<file path="config.mk">
export PLATFORM = sky130hd
export DESIGN_NAME = i2c_slave_ack
export DESIGN_NICKNAME = d
export VERILOG_FILES = /design/src/rtl/i2c_slave_ack.sv
export SDC_FILE = /design/constraint.sdc
export NUM_CORES = 1
export LEC_CHECK = 0
export CORE_MARGIN = 2
export CORE_UTILIZATION = 30
export DETAILED_ROUTE_END_ITERATION = 8
export DONT_BUFFER_PORTS = 1
export PLACE_DENSITY = 0.53
export SLEW_MARGIN = 25
export SYNTH_ARGS = -nofsm -noshare
export SYNTH_HDL_FRONTEND = slang
export SYNTH_SLANG_ARGS = --single-unit
</file>
<file path="constraint.sdc">
create_clock -name clk -period 2.1 [get_ports clk]
set_input_delay 0.105 -clock clk [delete_from_list [all_inputs] [get_ports clk]]
set_output_delay 0.105 -clock clk [all_outputs]
set_load 0.005 [all_outputs]
</file>
<file path="src/rtl/i2c_slave_ack.sv">
module i2c_slave_ack #(
  parameter int SYNC_STAGES = 2
) (
  input  logic       clk,
  input  logic       rst_n,
  input  logic [1:0] reg_addr,
  input  logic       reg_wr,
  input  logic [7:0] reg_wdata,
  output logic [7:0] reg_rdata,
  input  logic       scl_in,
  input  logic       sda_in,
  output logic       scl_pull,
  output logic       sda_pull,
  output logic       irq
);
  typedef enum logic [2:0] {S_IDLE, S_ADDR, S_AACK, S_RX, S_RACK, S_TXW, S_TX, S_TACK} st_t;

  logic [SYNC_STAGES-1:0] scl_s, sda_s;
  logic scl_r, sda_r, scl_q, sda_q;
  logic [6:0] own_addr;
  logic gc_en, en, ack_en, sta_req, sto_req, flag, hold;
  logic [7:0] dat, sh, stat;
  logic [3:0] cnt;
  logic ackd, is_read, is_gc;
  st_t st;

  assign scl_r = scl_s[SYNC_STAGES-1];
  assign sda_r = sda_s[SYNC_STAGES-1];

  logic start_c, stop_c, rise, fall, active, addressed, hit_own, hit_gc;
  assign start_c   = en & scl_r & scl_q & sda_q & ~sda_r;
  assign stop_c    = en & scl_r & scl_q & ~sda_q & sda_r;
  assign rise      = scl_r & ~scl_q;
  assign fall      = ~scl_r & scl_q;
  assign active    = en & ack_en & ~sta_req & ~sto_req;
  assign addressed = (st != S_IDLE) && (st != S_ADDR);
  assign hit_own   = (sh[7:1] == own_addr);
  assign hit_gc    = gc_en && (sh[7:1] == 7'd0) && !sh[0];

  assign sda_pull = (st == S_AACK) || (st == S_RACK && ackd) || (st == S_TX && !sh[7]);
  assign scl_pull = hold;
  assign irq      = flag;

  always_comb begin
    case (reg_addr)
      2'd0:    reg_rdata = {own_addr, gc_en};
      2'd1:    reg_rdata = {3'b000, flag, sto_req, sta_req, ack_en, en};
      2'd2:    reg_rdata = dat;
      default: reg_rdata = flag ? stat : 8'hF8;
    endcase
  end

  always_ff @(posedge clk or negedge rst_n) begin
    if (!rst_n) begin
      scl_s <= '1; sda_s <= '1; scl_q <= 1'b1; sda_q <= 1'b1;
      own_addr <= '0; gc_en <= 1'b0;
      en <= 1'b0; ack_en <= 1'b0; sta_req <= 1'b0; sto_req <= 1'b0;
      flag <= 1'b0; hold <= 1'b0;
      dat <= '0; sh <= '0; stat <= 8'hF8; cnt <= '0;
      ackd <= 1'b0; is_read <= 1'b0; is_gc <= 1'b0;
      st <= S_IDLE;
    end else begin
      scl_s <= {scl_s[SYNC_STAGES-2:0], scl_in};
      sda_s <= {sda_s[SYNC_STAGES-2:0], sda_in};
      scl_q <= scl_r;
      sda_q <= sda_r;

      if (reg_wr) begin
        case (reg_addr)
          2'd0: {own_addr, gc_en} <= reg_wdata;
          2'd1: begin
            en <= reg_wdata[0]; ack_en <= reg_wdata[1];
            sta_req <= reg_wdata[2]; sto_req <= reg_wdata[3];
            flag <= 1'b0; hold <= 1'b0;
            if (st == S_TXW) begin
              sh <= dat; cnt <= '0; st <= S_TX;
            end
          end
          2'd2: dat <= reg_wdata;
          default: ;
        endcase
      end

      if (!en) begin
        st <= S_IDLE;
      end else if (start_c) begin
        if (addressed) begin
          stat <= 8'h10; flag <= 1'b1; hold <= 1'b0;
        end
        st <= S_ADDR; cnt <= '0;
      end else if (stop_c) begin
        if (addressed) begin
          stat <= 8'hA0; flag <= 1'b1; hold <= 1'b0;
        end
        st <= S_IDLE;
      end else begin
        case (st)
          S_ADDR, S_RX: begin
            if (rise && cnt < 4'd8) begin
              sh <= {sh[6:0], sda_r};
              cnt <= cnt + 4'd1;
            end else if (fall && cnt == 4'd8) begin
              if (st == S_ADDR) begin
                if (active && (hit_own || hit_gc)) begin
                  st <= S_AACK;
                  is_read <= sh[0];
                  is_gc <= !hit_own;
                end else begin
                  st <= S_IDLE;
                end
              end else begin
                dat <= sh;
                ackd <= ack_en;
                st <= S_RACK;
              end
            end
          end
          S_AACK: if (fall) begin
            stat <= is_gc ? 8'h70 : (is_read ? 8'hA8 : 8'h60);
            flag <= 1'b1; hold <= 1'b1;
            st <= is_read ? S_TXW : S_RX;
            cnt <= '0;
          end
          S_RACK: if (fall) begin
            stat <= ackd ? 8'h80 : 8'h88;
            flag <= 1'b1; hold <= 1'b1;
            st <= ackd ? S_RX : S_IDLE;
            cnt <= '0;
          end
          S_TX: if (fall) begin
            sh <= {sh[6:0], 1'b1};
            cnt <= cnt + 4'd1;
            if (cnt == 4'd7) st <= S_TACK;
          end
          S_TACK: begin
            if (rise) ackd <= !sda_r;
            else if (fall) begin
              stat <= ackd ? 8'hB8 : 8'hC0;
              flag <= 1'b1; hold <= 1'b1;
              st <= ackd ? S_TXW : S_IDLE;
            end
          end
          default: ;
        endcase
      end
    end
  end

  p_hold_implies_irq_r5: assert property (@(posedge clk) disable iff (!rst_n)
    scl_pull |-> irq);
  p_stop_releases_sda_r10: assert property (@(posedge clk) disable iff (!rst_n)
    stop_c |=> !sda_pull);
  p_tx_stable_high_r8: assert property (@(posedge clk) disable iff (!rst_n)
    (st == S_TX && $past(st == S_TX) && scl_r && $past(scl_r)) |-> $stable(sda_pull));
  p_disabled_quiet_r4: assert property (@(posedge clk) disable iff (!rst_n)
    !en |=> !sda_pull);
  p_status_code_legal_r2: assert property (@(posedge clk) disable iff (!rst_n)
    $rose(irq) |-> (stat inside {8'h10, 8'h60, 8'h70, 8'h80, 8'h88, 8'hA0, 8'hA8, 8'hB8, 8'hC0}));
endmodule

</file>
==> results.txt <==
H-tree depth: 2
Layout cells sized above 1: 0.187
Cell Int Power: 0.00180 W
Cell taking the most area after synthesis: dfrtp_1
Die area: 11100 um^2
Initial Utilization: 0.305
Sink Count: 51
Commonest cells after routing, fill and taps aside: nand2_1 (44), dfrtp_1 (40), a21oi_1 (31)
Final RePlAce weighted congestion: 0.894
Syn. warnings: 0
Post-synth EDFFs: 0
CP cell instances: xor2_1 -> nor4_1 -> nand4_1 -> a21o_1 -> mux2_1
Ys flop type: dfrtp_1
IO Pins: 26
RSZ-0062 raised after global routing: no
Status: complete, no violations
Cell area power density: 803 nW/um^2
Core area: 10100 um^2
Diode count: 0
Global Route Usage Sum: 0.153
Postcts setup bufs: 0
Max Fclk: 530 MHz
CTS root buf: clkbuf_8
Clock buffer depth: 2
Post-synthesis cell count: 331
Worst Clk Skew: 0.0118 ns
Max-slew headroom: 0.516
Hold Vio Cnt, Final: 0
Min-Delay Path Depth: 2
Post-synth ARST share: 1.00
Leakage: 1.39 nW
Worst-path clk slew: 0.10 ns
Hold slack: 0.0113 ns
CTS tree: yes
Slowest stage delay, CP: 0.45 ns
DR WL/cell: 16.7 um
Max-Cap Viols: 0
Number of global-route vias before repair: 2531
Switching power of the nets: 0.00100 W
Worst-path fanout max: 5
RR Endpoint: is_read
Mean Syn Cell Area: 9.33 um^2
Critical Setup Path Class: register to register
Area growth syn-to-layout: 13.1%
Routed WL: 8070 um
R2r setup slk: 0.21 ns
Worst-Skew Late Latency: 0.32 ns
I/O Buffers: 0
Dpl hpwl: 5900 um
First-pass GRT wire length: 13600 um
CP Launch Type: register
ANT nets after route: 0
Cell count of the worst reg-to-reg path: 5
Via count: 2561
Hold Path Sink: dat[6]
Total grt overflow: 0
Via density: 5.30
Worst slew pin tran: 0.724 ns
Drt first pass iters: 4
Req. time, crit path: 2.32 ns
Top cell type's share of synthesized area: 0.324
Number of core rows: 37
Worst vdd rail ir drop: 0.403 mV
Worst path top cell family by delay: simple AND/OR/NAND/NOR gates
Nets@finish: 363
Final Critical Period: 1.89 ns
Setup-failing EPs final: 0
Crit path DAT: 2.10 ns
Residual DRC: 0
Min-delay src: reg_wdata[6]
Overall die height: 105 um
Logic pwr share: 0.269
Synth unique cells: 66
Slowest cell on the critical path: dfrtp_1
Area contributors post-synth: dfrtp_1 (32%), dfstp_2 (9.4%), nand2_1 (5.3%), a21oi_1 (5.0%), mux2_2 (4.4%)
Largest net degree at the start of global routing: 52
Worst Hold Class: input pin to register
TritonCTS Buffers: 5
Die Wd: 105 um
Seq pwr share: 0.503
Worst path bufs/invs: 0
Initial DRC Count: 254
Register area share after synthesis: 0.418
Post-Synthesis Cell Area: 3090 um^2
FF-to-FF Start: sh[5]
Antenna violations before repair: 0
Syn_nets: 348
Crit path capture type: register
Most common cell after layout, fill and taps aside: nand2_1
Sw Share: 0.358
Flops & latches, synth: 51
Clk network pwr share: 0.227
Final slew viol count: 0
Setup TNS: 0 ns
Final period util: 0.898
[worst register-to-register path: cells and delay by family (launching register included)]
family	cells	cell delay (ns)
xor gates and xnor gates	1	0.20
and+or+nand+nor	2	0.60
muxes	1	0.31
AOI/OAI and AO/OA	1	0.23
DFF	1	0.45
[registers in the layout, summed over array words and instances (netlist names), 2 cells and up]
register  flops
dat           8
sh            8
own_addr      7
stat          5
cnt           4
st            3
scl_s         2
sda_s         2
[cells by family after synthesis]
logic type | count (synthesis) | synth area share
simple gates | 114 | 0.191
compound gates | 100 | 0.211
flops | 51 | 0.418
mux | 29 | 0.101
buf+inv | 25 | 0.0409
xor+xnor | 10 | 0.0308
fa+ha+maj | 2 | 0.00810
[final cells by class]
cell class,count,area [um^2]
Fill cell,1029,6650
Multi-Input combinational cell,255,1670
Sequential cell,51,1290
Timing Repair Buffer,24,228
Tap cell,136,170
Clock buffer,6,82.6
Inverter,9,33.8
Clock inverter,2,16.3
[stage by stage]
step | power, W | std cells | util | worst slack (ns) | cell area, um^2
after floorplan | 0.00193 | 331 | - | 0.421 | 3090
after global placement | 0.00214 | 463 | 0.321 | 0.278 | 3260
after detailed placement | 0.00214 | 463 | 0.321 | 0.235 | 3260
after CTS | 0.00283 | 483 | 0.344 | 0.209 | 3490
after global routing | 0.00299 | 483 | 0.344 | 0.136 | 3490
final | 0.00280 | 483 | 0.344 | 0.214 | 3490
[power groups by stage]
stage | combinational [W] | sequential [W] | clock [W]
floorplan | 0.000601 | 0.00133 | 0
global placement | 0.000710 | 0.00143 | 0
detailed placement | 0.000712 | 0.00143 | 0
CTS | 0.000760 | 0.00141 | 0.000657
global route | 0.000849 | 0.00145 | 0.000690
finish | 0.000754 | 0.00141 | 0.000637
[cell usage after synthesis (3+ instances only)]
master    number
a21o_1         3
a21oi_1       31
a31oi_1       12
buf_2          8
buf_4          4
dfrtp_1       40
dfstp_2       11
inv_1          6
inv_2          3
mux2_1         5
mux2_2        12
mux2i_1       12
nand2_1       44
nand2b_1       4
nand3_1        7
nor2_1        27
nor2b_1        3
nor3_1         4
nor4_1         3
o211ai_1       4
o21ai_0       14
o21ai_1        8
o221ai_1       4
xnor2_1        4
xor2_1         5
[routing by layer]
metal  part of all wire  global-route usage  wire length (um)  vias to the layer above
li1                   -                   -                 -                     1239
met1               0.48               0.221              3870                     1251
met2               0.47               0.235              3780                       61
met3              0.039              0.0223               317                       10
met4              0.013              0.0467               106                        0
met5                  0                   0                 0                        -
[worst max path at each step]
stage / endpoint / slack, ns / depth (start not counted) / startpoint
CTS: is_read / 0.21 / 5 / sh[5]
global placement: is_read / 0.28 / 5 / sh[5]
finish: is_read / 0.21 / 5 / sh[5]
floorplan: ackd / 0.42 / 7 / scl_q
detailed placement: is_read / 0.24 / 5 / sh[5]
global route: stat[5] / 0.14 / 5 / scl_q
[what timing repair did]
item	4_1_cts	5_1_grt
endpoints found under the setup margin	0	0
hold endpoints to repair	72	0
resized for setup	0	0
hold buffers	12	0
Power figures use the tool's default switching activity.
